===== src/rtl/evt_cap_pkg.sv =====
package evt_cap_pkg;

  typedef enum logic [1:0] {
    EDGE_RISE = 2'd0,
    EDGE_FALL = 2'd1,
    EDGE_BOTH = 2'd2,
    EDGE_OFF  = 2'd3
  } edge_mode_e;

  // configuration word field positions
  localparam int CFG_EN_BIT   = 0;
  localparam int CFG_MODE_LSB = 1;
  localparam int CFG_SEL_LSB  = 8;
  localparam int CFG_SEL_MAX  = 5;

  // mask word field position
  localparam int MASK_IRQ_BIT = 0;

  // register addresses
  localparam int ADDR_CFG  = 0;
  localparam int ADDR_MASK = 1;

endpackage


===== src/rtl/evt_rst_sync.sv =====
module evt_rst_sync #(
  parameter int STAGES = 2
) (
  input  logic clk_i,
  input  logic rst_ni,
  output logic rst_sync_no
);

  logic [STAGES-1:0] chain_q;
  logic [STAGES-1:0] chain_d;

  always_comb begin
    chain_d = {chain_q[STAGES-2:0], 1'b1};
  end

  always_ff @(posedge clk_i or negedge rst_ni) begin
    if (!rst_ni) begin
      chain_q <= '0;
    end else begin
      chain_q <= chain_d;
    end
  end

  assign rst_sync_no = chain_q[STAGES-1];

endmodule


===== src/rtl/evt_cfg_regs.sv =====
module evt_cfg_regs
  import evt_cap_pkg::*;
#(
  parameter int SEL_W  = 5,
  parameter int ADDR_W = 2,
  parameter int DATA_W = 32
) (
  input  logic              clk_i,
  input  logic              rst_ni,
  input  logic              wr_i,
  input  logic [ADDR_W-1:0] addr_i,
  input  logic [DATA_W-1:0] wdata_i,
  output logic              en_o,
  output edge_mode_e        mode_o,
  output logic [SEL_W-1:0]  sel_o,
  output logic              irq_mask_o
);

  localparam logic [ADDR_W-1:0] A_CFG  = ADDR_W'(ADDR_CFG);
  localparam logic [ADDR_W-1:0] A_MASK = ADDR_W'(ADDR_MASK);

  logic             en_q, en_d;
  edge_mode_e       mode_q, mode_d;
  logic [SEL_W-1:0] sel_q, sel_d;
  logic             mask_q, mask_d;
  logic             cfg_we, mask_we;

  always_comb begin
    cfg_we  = wr_i && (addr_i == A_CFG);
    mask_we = wr_i && (addr_i == A_MASK);
    en_d    = wdata_i[CFG_EN_BIT];
    mode_d  = edge_mode_e'(wdata_i[CFG_MODE_LSB +: 2]);
    sel_d   = wdata_i[CFG_SEL_LSB +: SEL_W];
    mask_d  = wdata_i[MASK_IRQ_BIT];
  end

  always_ff @(posedge clk_i or negedge rst_ni) begin
    if (!rst_ni) begin
      en_q   <= 1'b0;
      mode_q <= EDGE_RISE;
      sel_q  <= '0;
    end else if (cfg_we) begin
      en_q   <= en_d;
      mode_q <= mode_d;
      sel_q  <= sel_d;
    end
  end

  always_ff @(posedge clk_i or negedge rst_ni) begin
    if (!rst_ni) begin
      mask_q <= 1'b0;
    end else if (mask_we) begin
      mask_q <= mask_d;
    end
  end

  assign en_o       = en_q;
  assign mode_o     = mode_q;
  assign sel_o      = sel_q;
  assign irq_mask_o = mask_q;

endmodule


===== src/rtl/evt_pin_frontend.sv =====
module evt_pin_frontend
  import evt_cap_pkg::*;
#(
  parameter int NUM_PINS    = 32,
  parameter int SEL_W       = 5,
  parameter int SYNC_STAGES = 2
) (
  input  logic                clk_i,
  input  logic                rst_ni,
  input  logic [NUM_PINS-1:0] pins_i,
  input  logic [SEL_W-1:0]    sel_i,
  input  logic                en_i,
  input  edge_mode_e          mode_i,
  output logic                hit_o
);

  // synchronizer stages plus one history stage for edge detection
  localparam int CHAIN = SYNC_STAGES + 1;

  logic             pin_raw;
  logic [CHAIN-1:0] chain_q, chain_d;
  logic             cur, prev;
  logic             rise, fall;
  logic             hit;

  always_comb begin
    pin_raw = 1'b0;
    for (int i = 0; i < NUM_PINS; i++) begin
      if (sel_i == SEL_W'(i)) pin_raw = pins_i[i];
    end
  end

  always_comb begin
    chain_d = {chain_q[CHAIN-2:0], pin_raw};
  end

  always_ff @(posedge clk_i or negedge rst_ni) begin
    if (!rst_ni) begin
      chain_q <= '0;
    end else begin
      chain_q <= chain_d;
    end
  end

  always_comb begin
    cur  = chain_q[SYNC_STAGES-1];
    prev = chain_q[SYNC_STAGES];
    rise = cur & ~prev;
    fall = ~cur & prev;
    unique case (mode_i)
      EDGE_RISE: hit = rise;
      EDGE_FALL: hit = fall;
      EDGE_BOTH: hit = rise | fall;
      default:   hit = 1'b0;
    endcase
    hit_o = en_i & hit;
  end

endmodule


===== src/rtl/evt_capture_core.sv =====
module evt_capture_core #(
  parameter int TIME_W = 64,
  parameter int CNT_W  = 32
) (
  input  logic              clk_i,
  input  logic              rst_ni,
  input  logic              hit_i,
  input  logic [TIME_W-1:0] now_i,
  input  logic              alarm_rd_i,
  output logic [TIME_W-1:0] time_o,
  output logic [CNT_W-1:0]  count_o,
  output logic              status_o
);

  logic [TIME_W-1:0] time_q, time_d;
  logic [CNT_W-1:0]  cnt_q, cnt_d;
  logic              st_q, st_d;
  logic              st_we;

  always_comb begin
    time_d = now_i;
    cnt_d  = cnt_q + CNT_W'(1);
    st_we  = hit_i | alarm_rd_i;
    // a capture in the clearing cycle keeps the status set
    st_d   = hit_i;
  end

  always_ff @(posedge clk_i or negedge rst_ni) begin
    if (!rst_ni) begin
      time_q <= '0;
      cnt_q  <= '0;
    end else if (hit_i) begin
      time_q <= time_d;
      cnt_q  <= cnt_d;
    end
  end

  always_ff @(posedge clk_i or negedge rst_ni) begin
    if (!rst_ni) begin
      st_q <= 1'b0;
    end else if (st_we) begin
      st_q <= st_d;
    end
  end

  assign time_o   = time_q;
  assign count_o  = cnt_q;
  assign status_o = st_q;

endmodule


===== src/rtl/evt_stamp_capture.sv =====
module evt_stamp_capture
  import evt_cap_pkg::*;
#(
  parameter int NUM_PINS    = 32,
  parameter int TIME_W      = 64,
  parameter int CNT_W       = 32,
  parameter int ADDR_W      = 2,
  parameter int DATA_W      = 32,
  parameter int SYNC_STAGES = 2
) (
  input  logic                clk_i,
  input  logic                rst_ni,
  input  logic [NUM_PINS-1:0] pins_i,
  input  logic [TIME_W-1:0]   now_i,
  input  logic                reg_wr_i,
  input  logic [ADDR_W-1:0]   reg_addr_i,
  input  logic [DATA_W-1:0]   reg_wdata_i,
  input  logic                alarm_rd_i,
  output logic [TIME_W-1:0]   evt_time_o,
  output logic [CNT_W-1:0]    evt_count_o,
  output logic                irq_o
);

  localparam int SEL_W = (NUM_PINS > 1) ? $clog2(NUM_PINS) : 1;

  logic             rst_sync_n;
  logic             cfg_en;
  edge_mode_e       cfg_mode;
  logic [SEL_W-1:0] cfg_sel;
  logic             irq_mask;
  logic             evt_hit;
  logic             evt_status;

  evt_rst_sync #(
    .STAGES (2)
  ) u_rst_sync (
    .clk_i       (clk_i),
    .rst_ni      (rst_ni),
    .rst_sync_no (rst_sync_n)
  );

  evt_cfg_regs #(
    .SEL_W  (SEL_W),
    .ADDR_W (ADDR_W),
    .DATA_W (DATA_W)
  ) u_cfg (
    .clk_i      (clk_i),
    .rst_ni     (rst_sync_n),
    .wr_i       (reg_wr_i),
    .addr_i     (reg_addr_i),
    .wdata_i    (reg_wdata_i),
    .en_o       (cfg_en),
    .mode_o     (cfg_mode),
    .sel_o      (cfg_sel),
    .irq_mask_o (irq_mask)
  );

  evt_pin_frontend #(
    .NUM_PINS    (NUM_PINS),
    .SEL_W       (SEL_W),
    .SYNC_STAGES (SYNC_STAGES)
  ) u_front (
    .clk_i  (clk_i),
    .rst_ni (rst_sync_n),
    .pins_i (pins_i),
    .sel_i  (cfg_sel),
    .en_i   (cfg_en),
    .mode_i (cfg_mode),
    .hit_o  (evt_hit)
  );

  evt_capture_core #(
    .TIME_W (TIME_W),
    .CNT_W  (CNT_W)
  ) u_core (
    .clk_i      (clk_i),
    .rst_ni     (rst_sync_n),
    .hit_i      (evt_hit),
    .now_i      (now_i),
    .alarm_rd_i (alarm_rd_i),
    .time_o     (evt_time_o),
    .count_o    (evt_count_o),
    .status_o   (evt_status)
  );

  assign irq_o = evt_status & irq_mask;

endmodule


===== config.mk =====
export PLATFORM = sky130hd
export DESIGN_NAME = evt_stamp_capture
export DESIGN_NICKNAME = d
export VERILOG_FILES = /design/src/rtl/evt_cap_pkg.sv /design/src/rtl/evt_rst_sync.sv /design/src/rtl/evt_cfg_regs.sv /design/src/rtl/evt_pin_frontend.sv /design/src/rtl/evt_capture_core.sv /design/src/rtl/evt_stamp_capture.sv
export SDC_FILE = /design/constraint.sdc
export NUM_CORES = 1
export LEC_CHECK = 0
export BUFFER_PORTS_ARGS = -buffer_cell sky130_fd_sc_hd__buf_2
export CORE_AREA = 4 4 188 117
export CTS_CLUSTER_DIAMETER = 60
export DETAILED_ROUTE_END_ITERATION = 16
export DIE_AREA = 0 0 192 121
export GPL_TIMING_DRIVEN = 0
export HOLD_SLACK_MARGIN = 0.06
export PLACE_DENSITY = 0.5
export SLEW_MARGIN = 10
export SYNTH_ARGS = -nofsm -noshare
export SYNTH_HDL_FRONTEND = slang
export SYNTH_HIERARCHICAL = 1
export SYNTH_SLANG_ARGS = --single-unit

===== constraint.sdc =====
create_clock -name clk_i -period 4.6 [get_ports clk_i]
set_clock_uncertainty 0.05 [all_clocks]
set_input_delay 0.92 -clock clk_i [delete_from_list [all_inputs] [get_ports clk_i]]
set_output_delay 0.92 -clock clk_i [all_outputs]
set_load 0.05 [all_outputs]

==> results of run 1 <==
-- stage by stage --
step / TNS [ns] / hold slack (ns)
floorplan: 0 / 0.281
global placement: -5.07 / 0.288
detailed placement: 0 / 0.290
CTS: 0 / 0.268
global route: 0 / 0.265
finish: 0 / 0.284
-- final timing paths --
kind                            cells after the start                    end             startpoint  slack, ns
worst max-delay path                               11     u_core/count_o[26]     u_front/chain_q[1]       2.00
worst min-delay path                                1  u_rst_sync/chain_q[1]                 rst_ni       0.28
worst max register to register                     11     u_core/count_o[26]     u_front/chain_q[1]       2.00
worst min register to register                      0     u_front/chain_q[1]     u_front/chain_q[0]       0.31
max in group asynchronous                           1      u_core/time_o[33]  u_rst_sync/chain_q[1]       3.43
min in group clk_i                                  0     u_front/chain_q[1]     u_front/chain_q[0]       0.31
-- registers in the layout (all words and copies together), names as in the netlist --
name	flops
u_cfg/sel_o	5
u_core/count_o	32
u_rst_sync/chain_q	2
u_front/chain_q	3
u_cfg/irq_mask_o	1
u_core/time_o	64
u_cfg/en_o	1
u_core/status_o	1
u_cfg/mode_o	2
-- final cells by class --
cell class / instances / area [µm²] / share of cell area
Buffer: 16 / 83.8 / 0.0126
Clock buffer: 10 / 239 / 0.0358
Clock inverter: 6 / 41.3 / 0.00619
Timing Repair Buffer: 207 / 1060 / 0.159
Multi-Input combinational cell: 233 / 2080 / 0.312
Sequential cell: 111 / 2780 / 0.417
Tap cell: 279 / 349 / 0.0523
Inverter: 10 / 37.5 / 0.00562
-- cell families after synthesis --
group | share of synthesized area
buf+inv | 0.0244
compound gates | 0.0467
flops | 0.558
xor+xnor | 0.0545
mux | 0.186
fa+ha+maj | 0.00753
simple gates | 0.123
other cells | 0.000753
-- report_power, final --
| group | leakage (µW) | total (µW) | internal, µW | switching (µW) |
|---|---|---|---|---|
| combinational | 0.00174 | 2250 | 675 | 1580 |
| clock | 0.000143 | 761 | 386 | 375 |
| sequential | 0.00138 | 1530 | 1320 | 204 |
-- per-layer routing --
layer	track usage	wire, µm	vias up
met5	0	13	-
met2	0.177	5970	133
met3	0.0474	1250	14
li1	-	-	1771
met1	0.151	5900	1837
met4	0.0280	156	2
-- synthesized netlist by cell type, drive strengths merged, types with 4 or more instances --
| master | n | share of area |
|---|---|---|
| dfrtp | 111 | 0.56 |
| mux2 | 75 | 0.17 |
| xnor2 | 22 | 0.039 |
| nand2 | 14 | 0.011 |
| buf | 13 | 0.015 |
| nand3 | 12 | 0.013 |
| nand4 | 11 | 0.022 |
| inv | 10 | 0.0075 |
| xor2 | 9 | 0.016 |
| nor2 | 8 | 0.0060 |
| mux2i | 6 | 0.012 |
| nand3b | 6 | 0.0090 |
| a21oi | 5 | 0.0050 |
| and3 | 5 | 0.0063 |
| o21ai | 5 | 0.0050 |
| and2 | 4 | 0.0050 |
| nand4b | 4 | 0.0070 |
| nor3b | 4 | 0.0093 |
==> flow_summary.toml, run 1 <==
[run_status]
status = "finished clean"

[place]
placed_area_mm2 = 0.00639
globalplace.congestion = 0.858
hpwlAfterDp_um = 10300
io_buffers = 206
dpl_worst_slack_ns = 1.94
place_inst = 856

[final_layout]
drive_gt1_frac = 0.551
area_growth_pct = 34.0
fillCellCount = 2093
fin_util = 0.326
final_common_cell = "buf_2"
finalNonFillerCells = 872
nets = 725
final_cell_mix = "216 x buf_2, 110 x dfrtp_1, 74 x mux2_2, 22 x xnor2_1, 14 x nand2_1"
final_area_mm2 = 0.00667
diodes = 0

[cts]
clkTransAtPathRegs_ns = 0.07
cts_buffer_depth = 2
htreeDepth = 3
post_cts_resized = 0
root_buffer = "clkbuf_16"
cts.sinks = 111
hold_buffers = 0
postCtsSetupRepairBufs = 0
insertion_delay_ns = 0.36
cts_made_buffers = 9
cts_tree = "done"

[synthesis]
synth_seq_cells = 111
avgSynthCellArea_um2 = 13.5
ys_seq_area_frac = 0.558
synth_edf_count = 0
synth_area_mm2 = 0.00498
synthFlopType = "dfrtp_1"
synth_warnings = 6
synth_cell_type_count = 59
syn_inst = 370
async_reset_ff_frac = 1.00
synth_nets = 507

[worst_setup_path]
cp.required_ns = 4.79
critPathMaxFanout = 8
cp.arrival_ns = 2.79
crit_buf_inv = 3
path_delay_family = "simple AND/OR/NAND/NOR gates"
criticalPathCategory = "flip-flop to flip-flop"
max_stage_delay_ns = 0.45
crit_path_end_kind = "flip-flop"
cp_slowest_cell = "nor3_4"
crit_chain = "inv_1, ha_1, inv_1, mux2i_1, o21ai_0, and2_1, buf_2, nand4_2, nor3_4, nand4b_1, xnor2_1"
cp_common_cell = "inv_1"
cp-start-kind = "flip-flop"

[global_route]
grt_max_degree = 59
grt_pass1_vias = 3971
grt_pass1_wl_um = 21000
grtUsageTotal = 0.115
antenna_found_initial = 1
gr-total-overflow = 0

[die]
ios = 231
start_util = 0.243
fp-row-count = 41
core_area_mm2 = 0.0205
die_w_um = 192
design.die.area_mm2 = 0.0232
die_y_um = 121

[sta]
post-route-min-period_ns = 2.60
fin_crit_sh = 0.566
drv_slew = 0
tightestPinTransition_ns = 0.722
maxSlewHeadroom = 0.519
setup_ws_ns = 2.00
hold_viol = 0
setup_viol = 0
clock.fmax_mhz = 384
rsz0062_at_grt = "no"

[routing]
wire_per_inst_um = 15.2
drc = 0
route.vias.total = 3757
vias_per_cell = 4.31
drtIter0Drc = 148
drtPass1Iterations = 4
drt.antenna.violating_nets = 0
wirelength_um = 13300

[pwr]
powerDensity_mw_per_mm2 = 680
peakVddDrop_v = 0.000373
p_total_uw = 4540
leakage_uw = 0.00326

[flow_run]
maxCapViolations = 0

[worst_hold_path]
holdCritPathClass = "input port to asynchronous set/reset pin"
(Power assumes the default switching activity.)
==> run 2: changes to the inputs <==
- clock period: 4.6 -> 2.7 ns (I/O delays scaled with it)
==> run 2 against run 1 <==
  * Routed wire length decreased by 2.7%
  * Global-route usage decreased by 0.57 points
  * Worst setup slack got worse by 1.8 ns
  * Critical path type unchanged
  * Die area unchanged
  * First-iteration DRC count decreased by 2.0%
  * Final area increased by 0.52%
  * Total power increased by 71%
  * Via count decreased by 1.0%
  * Sequential cell count unchanged
  * Non-clock buffer count increased by 3
  * Critical path depth increased by 1
  * Fmax increased by 4.4%
==> flow_summary.toml, run 2 (same netlist as run 1, synthesis figures left out) <==
[run_status]
status = "finished clean"

[worst_setup_path]
cp_slowest_cell = "dfrtp_1"
critPathMaxFanout = 8
path_delay_family = "simple AND/OR/NAND/NOR gates"
crit_buf_inv = 4
cp.arrival_ns = 2.67
criticalPathCategory = "flip-flop to flip-flop"
cp-start-kind = "flip-flop"
crit_path_end_kind = "flip-flop"
crit_chain = "inv_1, ha_1, inv_1, mux2i_1, o21ai_0, and2_1, buf_2, nand4_2, nor3_4, buf_4, nand4_1, xnor2_1"
cp.required_ns = 2.88
cp_common_cell = "inv_1"
max_stage_delay_ns = 0.37

[die]
fp-row-count = 41
start_util = 0.243
design.die.area_mm2 = 0.0232
die_w_um = 192
core_area_mm2 = 0.0205
die_y_um = 121
ios = 231

[place]
dpl_worst_slack_ns = 0.0884
globalplace.congestion = 0.877
io_buffers = 206
hpwlAfterDp_um = 10000

[sta]
setup_ws_ns = 0.209
drv_slew = 0
whs_ns = 0.309
rsz0062_at_grt = "yes"
setup_viol = 0
maxSlewHeadroom = 0.543
clock.fmax_mhz = 401
hold_viol = 0
tightestPinTransition_ns = 0.685
post-route-min-period_ns = 2.49
fin_crit_sh = 0.923

[flow_run]
maxCapViolations = 0

[routing]
drtIter0Drc = 145
drtPass1Iterations = 4
drt.antenna.violating_nets = 0
drc = 0
wirelength_um = 12900
vias_per_cell = 4.25
route.vias.total = 3719
wire_per_inst_um = 14.8

[final_layout]
area_growth_pct = 34.7
final_cell_mix = "216 x buf_2, 110 x dfrtp_1, 74 x mux2_2, 22 x xnor2_1, 14 x nand2_1"
fin_util = 0.328
diodes = 0
largest_register_ffs = 64
drive_gt1_frac = 0.547
fillCellCount = 2073
nets = 728
final_common_cell = "buf_2"

[worst_hold_path]
holdCritPathClass = "flip-flop to flip-flop"

[global_route]
gr-total-overflow = 0
grtUsageTotal = 0.109
grt_pass1_wl_um = 20300
antenna_found_initial = 0
grt_max_degree = 61
grt_pass1_vias = 3940

[cts]
cts_tree = "done"
clkTransAtPathRegs_ns = 0.07
cts.sinks = 111
cts_buffer_depth = 2
cts_made_buffers = 9
insertion_delay_ns = 0.34
root_buffer = "clkbuf_16"
htreeDepth = 3

[pwr]
peakVddDrop_v = 0.000673
leakage_uw = 0.00327
powerDensity_mw_per_mm2 = 1150
## run 2: worst paths after layout
check / startpoint / to / slack, ns / cells past startpoint
max in group asynchronous: u_rst_sync/chain_q[1] / u_core/time_o[33] / 1.54 / 1
min reg2reg: u_front/chain_q[0] / u_front/chain_q[1] / 0.31 / 0
min: u_front/chain_q[0] / u_front/chain_q[1] / 0.31 / 0
max reg2reg: u_front/chain_q[1] / u_core/count_o[28] / 0.21 / 12
max: u_front/chain_q[1] / u_core/count_o[28] / 0.21 / 12
min in group asynchronous: u_rst_sync/chain_q[1] / u_core/time_o[59] / 0.32 / 0
## run 2: final cells by class
class	count	area [µm²]	area share
flip-flops and latches	111	2780	0.415
well taps	279	349	0.0520
inverters	10	37.5	0.00559
repair buffers	210	1080	0.162
multi-input cells	233	2080	0.311
clock buffers	12	236	0.0352
clock inverters	4	53.8	0.00802
plain buffers	16	83.8	0.0125
## run 2: timing repair
item                                   4_1_cts  5_1_grt
gates resized for setup                      0        0
hold buffers                                 1        0
buffers inserted                             0        2
endpoints found under the hold margin        2        0
setup endpoints to repair                    0        7
## run 2: metal layers
| metal | track usage | vias up | wire length (µm) |
|---|---|---|---|
| met4 | 0.0218 | 0 | 101 |
| met5 | 0 | - | 0 |
| met3 | 0.0411 | 9 | 1010 |
| li1 | - | 1765 | - |
| met1 | 0.145 | 1834 | 5820 |
| met2 | 0.171 | 111 | 6000 |
## run 2: where the power goes
part / internal, µW / leakage [µW] / switching, µW
logic: 1150 / 0.00176 / 2680
clock network: 725 / 0.000133 / 594
registers: 2250 / 0.00138 / 340
## run 2: per-stage QoR
| step | instance area [µm²] | TNS, ns | total power, µW | cells |
|---|---|---|---|---|
| floorplan | 4980 | 0 | 5540 | 370 |
| global route | 6710 | -0.0903 | 8140 | 875 |
| finish | 6710 | 0 | 7740 | 875 |
| global placement | 6360 | 0 | 6430 | 855 |
| detailed placement | 6390 | 0 | 6490 | 856 |
| CTS | 6690 | 0 | 7860 | 873 |
